==> src/rtl/ibi_slice_packer.sv <==
module ibi_slice_packer #(
  parameter int STG_DEPTH = 64,
  parameter int Q_DEPTH   = 32,
  parameter int DTW       = 6,
  parameter int STW       = 5,
  parameter int LW        = $clog2(Q_DEPTH + 1),
  parameter int SW        = $clog2(STG_DEPTH + 2)
) (
  input  logic           clk,
  input  logic           rst_n,
  input  logic           byte_valid,
  input  logic [7:0]     byte_data,
  output logic           byte_ready,
  input  logic           finish,
  input  logic [6:0]     ibi_addr,
  input  logic           ibi_rnw,
  input  logic           nacked,
  input  logic           notify,
  input  logic [DTW-1:0] data_thld,
  input  logic [STW-1:0] stat_thld,
  input  logic           rd_strobe,
  output logic [31:0]    rd_data,
  output logic [LW-1:0]  level,
  output logic [SW-1:0]  status_cnt,
  input  logic           sig_en,
  input  logic           stat_en,
  output logic           irq,
  output logic           stat_view,
  output logic           busy
);

  localparam int SPW = $clog2(STG_DEPTH);
  localparam int CW  = $clog2(STG_DEPTH + 1);
  localparam int QPW = $clog2(Q_DEPTH);

  typedef enum logic [1:0] {S_IDLE, S_HDR, S_DATA} st_t;
  st_t st;

  logic [7:0]     stg_mem [STG_DEPTH];
  logic [SPW-1:0] s_wp, s_rp;
  logic [CW-1:0]  s_cnt;
  logic [31:0]    q_mem [Q_DEPTH];
  logic [QPW-1:0] q_wp, q_rp;
  logic [LW-1:0]  lvl_n;
  logic           thr_flag;
  logic [31:0]    thr;

  logic [7:0]     id_r;
  logic           nk_r;
  logic [5:0]     slc_r, seg_r;
  logic [CW-1:0]  rem_r;
  logic [1:0]     lane_r;
  logic [31:0]    word_r;

  logic           drop, start, s_push, s_pop, q_full, q_push, q_pop;
  logic [DTW-1:0] dt_eff;
  logic [DTW+1:0] raw_sz;
  logic [5:0]     slc, seg_len;
  logic           last, data_end;
  logic [7:0]     byte_in;
  logic [31:0]    hdr_word, word_mix, q_wdata;

  assign busy       = (st != S_IDLE);
  assign drop       = finish && !busy && nacked && !notify;
  assign start      = finish && !busy && !drop;
  assign byte_ready = !busy && !finish && (s_cnt != CW'(STG_DEPTH));
  assign s_push     = byte_valid && byte_ready;
  assign q_full     = (level == LW'(Q_DEPTH));
  assign s_pop      = (st == S_DATA) && !q_full;
  assign q_pop      = rd_strobe && (level != '0);

  assign dt_eff = (data_thld == '0) ? DTW'(1) : data_thld;
  assign raw_sz = {dt_eff, 2'b00};
  assign slc    = (32'(raw_sz) >= 32'd64) ? 6'd63 : 6'(raw_sz);

  assign last     = (rem_r <= CW'(slc_r));
  assign seg_len  = last ? 6'(rem_r) : slc_r;
  assign hdr_word = {last, nk_r, 14'b0, id_r, 2'b00, seg_len};
  assign byte_in  = stg_mem[s_rp];
  assign word_mix = word_r | (32'(byte_in) << {lane_r, 3'b000});
  assign data_end = (lane_r == 2'd3) || (seg_r == 6'd1);

  always_comb begin
    q_push  = 1'b0;
    q_wdata = hdr_word;
    if (st == S_HDR && !q_full) begin
      q_push = 1'b1;
    end else if (st == S_DATA && !q_full && data_end) begin
      q_push  = 1'b1;
      q_wdata = word_mix;
    end
  end

  always_ff @(posedge clk)
    if (s_push) stg_mem[s_wp] <= byte_data;

  always_ff @(posedge clk or negedge rst_n) begin
    if (!rst_n) begin
      s_wp  <= '0;
      s_rp  <= '0;
      s_cnt <= '0;
    end else begin
      if (s_push) s_wp <= s_wp + 1'b1;
      if (drop) begin
        s_rp  <= s_wp;
        s_cnt <= '0;
      end else begin
        if (s_pop) s_rp <= s_rp + 1'b1;
        s_cnt <= s_cnt + CW'(s_push) - CW'(s_pop);
      end
    end
  end

  always_ff @(posedge clk)
    if (q_push) q_mem[q_wp] <= q_wdata;

  assign rd_data = (level != '0) ? q_mem[q_rp] : 32'h0;
  assign lvl_n   = level + LW'(q_push) - LW'(q_pop);
  assign thr     = 32'(stat_thld) + 32'd1;

  always_ff @(posedge clk or negedge rst_n) begin
    if (!rst_n) begin
      q_wp     <= '0;
      q_rp     <= '0;
      level    <= '0;
      thr_flag <= 1'b0;
    end else begin
      if (q_push) q_wp <= q_wp + 1'b1;
      if (q_pop)  q_rp <= q_rp + 1'b1;
      level <= lvl_n;
      if (q_push && 32'(lvl_n) >= thr)     thr_flag <= 1'b1;
      else if (q_pop && 32'(lvl_n) < thr) thr_flag <= 1'b0;
    end
  end

  assign irq       = sig_en & thr_flag;
  assign stat_view = stat_en & thr_flag;

  always_ff @(posedge clk or negedge rst_n) begin
    if (!rst_n) begin
      st         <= S_IDLE;
      id_r       <= '0;
      nk_r       <= 1'b0;
      slc_r      <= '0;
      seg_r      <= '0;
      rem_r      <= '0;
      lane_r     <= '0;
      word_r     <= '0;
      status_cnt <= '0;
    end else begin
      case (st)
        S_IDLE: if (start) begin
          id_r       <= {ibi_addr, ibi_rnw};
          nk_r       <= nacked;
          slc_r      <= slc;
          rem_r      <= s_cnt;
          status_cnt <= '0;
          st         <= S_HDR;
        end
        S_HDR: if (!q_full) begin
          status_cnt <= status_cnt + 1'b1;
          seg_r      <= seg_len;
          lane_r     <= '0;
          word_r     <= '0;
          st         <= (rem_r == '0) ? S_IDLE : S_DATA;
        end
        S_DATA: if (!q_full) begin
          rem_r <= rem_r - 1'b1;
          seg_r <= seg_r - 1'b1;
          if (data_end) begin
            word_r <= '0;
            lane_r <= '0;
          end else begin
            word_r <= word_mix;
            lane_r <= lane_r + 1'b1;
          end
          if (seg_r == 6'd1) st <= (rem_r == CW'(1)) ? S_IDLE : S_HDR;
        end
        default: st <= S_IDLE;
      endcase
      if (st == S_IDLE && !start) begin
        id_r <= '0;
        nk_r <= 1'b0;
      end
    end
  end

endmodule

==> config.mk <==
export PLATFORM = sky130hd
export DESIGN_NAME = ibi_slice_packer
export DESIGN_NICKNAME = d
export VERILOG_FILES = /design/src/rtl/ibi_slice_packer.sv
export SDC_FILE = /design/constraint.sdc
export NUM_CORES = 2
export LEC_CHECK = 0
export BUFFER_PORTS_ARGS = -buffer_cell sky130_fd_sc_hd__buf_2
export CAP_MARGIN = 20
export CORE_ASPECT_RATIO = 1.25
export CORE_MARGIN = 5
export CORE_UTILIZATION = 40
export CTS_CLUSTER_SIZE = 10
export DETAILED_ROUTE_END_ITERATION = 8
export MAX_ROUTING_LAYER = met4
export PLACE_DENSITY_LB_ADDON = 0.15
export SLEW_MARGIN = 25
export SYNTH_ARGS = -nofsm -noshare
export SYNTH_HDL_FRONTEND = slang
export SYNTH_SLANG_ARGS = --single-unit
==> constraint.sdc <==
create_clock -name clk -period 9.2 [get_ports clk]
set_input_delay 1.84 -clock clk [delete_from_list [all_inputs] [get_ports clk]]
set_output_delay 1.84 -clock clk [all_outputs]
set_load 0.005 [all_outputs]
Word level (Yosys, flattened, before mapping)
Memories as Yosys holds them, arrays and structs flattened.
Index checks and enable logic that the tools add are counted.
{"block": "op_classes", "div": 0, "shifts": 1, "n_addsub": 13, "n_lt_le_gt_ge": 4, "n_eq_ne": 11, "reduce_logical": 39, "multipliers": 0, "n_bitwise": 3, "n_mux": 47}
{"op": "two-way mux 32 bit", "n": 6}
{"op": "one-hot mux 32 bit (2 select lines)", "n": 1}
{"op": "two-way mux 6 bit", "n": 7}
{"op": "two-way mux 7 bit", "n": 5}
{"op": "bitwise OR 32 bit", "n": 1}
{"op": "<< shifter 8 x 5 -> 32 bit", "n": 1}
{"op": "one-hot mux 7 bit (2 select lines)", "n": 2}
{"op": "two-way mux 8 bit", "n": 3}
{"op": "two-way mux 2 bit", "n": 8}
{"op": "nonzero test 2 bit", "n": 8}
{"op": "logical AND 1 bit", "n": 14}
{"op": "adder 6 x 1 -> 6 bit, second input constant", "n": 2}
{"op": "two-way mux 1 bit", "n": 12}
{"op": "one-hot mux 6 bit (2 select lines)", "n": 1}
{"op": "adder 5 x 1 -> 5 bit, second input constant", "n": 2}
{"op": "AND reduction 3 bit", "n": 3}
{"op": "greater-or-equal comparator 8 x 7 -> 1 bit, second input constant", "n": 1}
{"op": "adder 7 x 1 -> 7 bit", "n": 1}
{"op": "adder 7 x 1 -> 7 bit, second input constant", "n": 1}
{"op": "equality test 7 x 1 -> 1 bit, second input constant", "n": 1}
{"op": "less-or-equal comparator 7 x 6 -> 1 bit", "n": 1}
{"op": "zero test 7 bit", "n": 1}
{"op": "inequality test 7 bit, second input constant", "n": 1}
{"op": "subtractor 7 x 1 -> 7 bit", "n": 1}
{"op": "24 further kinds", "n": 34}
{"block": "word_totals", "rom_bits": 0, "latch_bits": 0, "input_bits": 36, "output_inout_bits": 49, "register_bits": 107, "memories": 2, "elab_cells": 136, "ram_bits": 1536}
{"name": "q_mem", "words": 32, "word_bits": 32, "read_ports": 1, "rd_ports_with_merged_regs": 0, "write_ports": 1, "line_no": "42", "text": "logic [31:0] q_mem [Q_DEPTH];"}
{"name": "stg_mem", "words": 64, "word_bits": 8, "read_ports": 1, "rd_ports_with_merged_regs": 0, "write_ports": 1, "line_no": "39", "text": "logic [7:0] stg_mem [STG_DEPTH];"}

Longest topological paths before layout
{"block": "depth", "ltp_word": 12, "ltp_mapped": 21, "mapped_depth_nobuf": 20}

Worst setup path before layout
OpenSTA, ideal clock, no wires.
{"block": "synth_path", "path_type": "register to register", "from": "register s_rp[0]", "to": "memory q_mem[0][0], data pin", "setup_ps": 615, "path_buffers": 3, "path_stages_with_launch": 9, "required_ps": 8585, "setup_slack_ps": 4790, "period_less_slack_ps": 4410, "arrival_ps": 3794, "path_cell_list": "dfrtp_1 > buf_6 > buf_12 > buf_12 > mux2i_1 > a221oi_1 > o21ai_1 > a22o_2 > o311ai_0"}
{"block": "synth_via", "elab_chain_len": 5}
{"element": "start: declaration", "line_no": "40", "text": "logic [SPW-1:0] s_wp, s_rp;"}
{"element": "start signal: assignment", "line_no": "105", "text": "s_rp <= s_wp;"}
{"element": "start signal: assignment", "line_no": "108", "text": "if (s_pop) s_rp <= s_rp + 1'b1;"}
{"element": "memory (64 x 8 bit)"}
{"element": "<< shifter 8 x 5 -> 32 bit", "line_no": "80", "text": "assign word_mix = word_r | (32'(byte_in) << {lane_r, 3'b000});"}
{"element": "bitwise OR 32 bit", "line_no": "80"}
{"element": "two-way mux 32 bit", "line_no": "88", "text": "end else if (st == S_DATA && !q_full && data_end) begin"}
{"element": "two-way mux 32 bit", "line_no": "86", "text": "if (st == S_HDR && !q_full) begin"}
{"element": "named net q_wdata[0]", "line_no": "61", "text": "logic [31:0] hdr_word, word_mix, q_wdata;"}
{"element": "end: declaration", "line_no": "42"}
The timed path passes the listed nets, and every way through them passes these cells.

Worst setup path after layout
{"block": "layout_path", "from": "register q_rp[1]", "to": "output port rd_data[14]"}
{"block": "layout_via", "elab_chain_len": 2}
{"element": "start: declaration", "line_no": "43", "text": "logic [QPW-1:0] q_wp, q_rp;"}
{"element": "start signal: assignment", "line_no": "129", "text": "if (q_pop) q_rp <= q_rp + 1'b1;"}
{"element": "memory (32 x 32 bit)"}
{"element": "two-way mux 32 bit", "line_no": "117", "text": "assign rd_data = (level != '0) ? q_mem[q_rp] : 32'h0;"}
{"element": "end: declaration", "line_no": "22", "text": "output logic [31:0] rd_data,"}
No other way between the ends.

==> flow_summary.ini <==
[run_status]
status = finished, final reports clean

[clock_tree]
htreeDepth = 4
clkSinkCount = 1642
cts_buffers = 185
cts_hold_buf = 0
root_buffer = clkbuf_16
clock_path_buffers = 3
cts_setup_buffers = 0
clk_pin_slew_worst_paths_ps = 60
cts_resized = 0
cts_tree = done
clk_latency_ps = 820

[drt]
vias_per_cell = 5.73
ant_nets = 0
drc_errors = 0
drtIter0Drc = 2946
dr.pass1.iters = 5
wl_per_cell_um = 30.1
vias = 32500
routed_wl_um = 171000

[yosys]
synth.avg_cell_area_um2 = 20.2
synth_cells = 3242
yosysSeqAreaShare_pct = 74.3
yosys.cell_count.top_type = edfxtp_1
ys_types = 73
ys_ff_latch = 1642
synth_ff_type = edfxtp_1
synth.area.top_cells = edfxtp_1 70%, mux4_2 14%, dfrtp_1 4.0%, mux2i_1 2.1%, nor2_1 1.4%
netlist_top_cells_count = 1536 x edfxtp_1, 395 x mux4_2, 242 x nor2_1
yosys_warnings = 0
yosysTopAreaCell = edfxtp_1
async_flop_share_pct = 6.46
syn-cell-area_um2 = 65600
synth_top_area_share_pct = 70.3
syn_nets = 3324
synth_edf_count = 1536

[die]
die_w_um = 372
die_y_um = 463
core.rowCount = 166
core_area_um2 = 163000
start_util_pct = 40.1
io_pins = 85
die_area_um2 = 172000

[layout]
drive_gt1_share_pct = 24.7
antenna_cells = 0
postLayoutCellArea_um2 = 74000
nNetsFinal = 3489
postLayoutCoreUtil_pct = 45.3
fill_cells = 13800
area_growth_pct = 12.8

[timing]
min_period_over_period_pct = 69.0
finalHoldViolations = 0
skew_ps = 33.3
rsz0062_at_grt = false
setup_viol = 0
maxSlewViolCount = 0
setup_tns_ps = 0
finalCriticalPeriod_ps = 6350
slew_headroom_pct = 23.0
worstMarginPinSlew_ps = 1150
max_freq_ghz = 0.158

[pwr]
peakVddDrop_v = 0.000215
total_power_uw = 23100
leakagePower_uw = 0.0240
powerDensity_nw_per_um2 = 313

[place]
place_area_um2 = 68700
dp_hpwl_um = 97700
place_congestion = 0.806
port_buffers = 84

[global_route]
antenna_found_initial = 0
grt_pass1_vias = 34700
overflow = 0
grt_usage_pct = 20.4
grt_max_degree = 128
grt_pass1_wl_um = 246000

[critical_path]
path_max_fanout = 127
required_ps = 7360
path_class = reg2out
crit_path_end_kind = output port
critPathLaunchType = flip-flop
worstPathArrival_ps = 4510

[flow_run]
maxCapViolCount = 0

[min_path]
hold_class = reg2reg
-- state kept, by name, summed over array words and instances (netlist names) --
signal      cells
q_mem        1024
stg_mem       512
word_r         32
id_r            8
rem_r           7
s_cnt           7
status_cnt      7
level           6
s_rp            6
s_wp            6
seg_r           6
q_rp            5
q_wp            5
slc_r           5
lane_r          2
st              2
nk_r            1
thr_flag        1
-- metal layers --
metal / share of wire (%) / GRT usage, %
met2: 53 / 35.3
met3: 4.6 / 3.01
met4: 2.5 / 5.51
met5: 0 / -
met1: 40 / 25.3
-- final cells by class --
class / count / area (µm²) / share of cell area, %
repair buffers: 161 / 1070 / 1.44
clock buffers: 251 / 4950 / 6.69
multi-input cells: 1375 / 16000 / 21.6
clock inverters: 17 / 273 / 0.369
inverters: 42 / 158 / 0.213
flip-flops and latches: 1642 / 48800 / 66.0
well taps: 2184 / 2730 / 3.69
-- where the power goes --
group	switching, µW	internal, µW	total [µW]
logic	4020	2960	6980
clock network	2830	3770	6600
registers	502	9050	9550
total	7350	15800	23100
-- kinds of logic (layout without fill, tap and decap cells) --
| group | after synthesis | count (layout) | synth area share (%) |
|---|---|---|---|
| flip-flops | 1642 | 1642 | 74.3 |
| XOR/XNOR | 29 | 29 | 0.387 |
| AO/OA/AOI/OAI | 304 | 304 | 3.45 |
| multiplexers | 543 | 543 | 15.9 |
| AND/OR/NAND/NOR | 453 | 453 | 3.17 |
| adder cells (fa/ha/maj) | 46 | 46 | 0.900 |
| buffers and inverters | 225 | 471 | 1.79 |
-- critical path, stage by stage (launching register included) --
cell	delay [ps]
dfrtp_4	1030
buf_12	580
mux4_2	420
mux4_2	510
mux2i_1	580
nor2_1	100
buf_2	160
-- placed cells by master, fill, tap and decap left out, drive strengths merged, types with 7 or more instances in the layout --
master / netlist / layout
o221ai: 19 / 19
ha: 44 / 44
nor2b: 19 / 19
nand4: 18 / 18
a221o: 49 / 49
a31oi: 11 / 11
nor4: 7 / 7
and2: 10 / 10
a22oi: 12 / 12
a221oi: 20 / 20
a211o: 9 / 9
clkinv: 0 / 9
nand3b: 7 / 7
nor2: 243 / 243
o22ai: 12 / 12
a2bb2oi: 9 / 9
or3: 9 / 9
dfrtp: 106 / 106
mux4: 400 / 400
a22o: 18 / 18
o21ai: 59 / 59
xnor2: 17 / 17
nand3: 30 / 30
mux2i: 139 / 139
inv: 42 / 48
xor2: 12 / 12
nand2: 55 / 55
nor3: 25 / 25
clkbuf: 92 / 251
buf: 84 / 161
a211oi: 9 / 9
a21oi: 59 / 59
edfxtp: 1536 / 1536
-- metrics by stage --
stage / cells / setup WS (ps) / hold slack (ps)
CTS: 5672 / 2800 / 517
global placement: 5404 / 3480 / 496
finish: 5672 / 2850 / 506
floorplan: 3242 / 4790 / 473
detailed placement: 5404 / 3730 / 500
global route: 5672 / 2730 / 529
-- worst paths after layout --
kind / startpoint / endpoint / slack [ps] / cells past startpoint
worst min-delay path: id_r[4]$_DFFE_PN0P_ / id_r[4]$_DFFE_PN0P_ / 510 / 1
max in group asynchronous: rst_n / q_rp[0]$_DFFE_PN0P_ / 6750 / 2
worst max-delay path: q_rp[1]$_DFFE_PN0P_ / rd_data[14] / 2850 / 6
worst max register to register: st[0]$_DFFE_PN0P_ / thr_flag$_DFFE_PN0P_ / 3860 / 18
worst min register to register: id_r[4]$_DFFE_PN0P_ / id_r[4]$_DFFE_PN0P_ / 510 / 1
min in group asynchronous: rst_n / status_cnt[6]$_DFFE_PN0P_ / 1140 / 1
(Power assumes the default switching activity.)
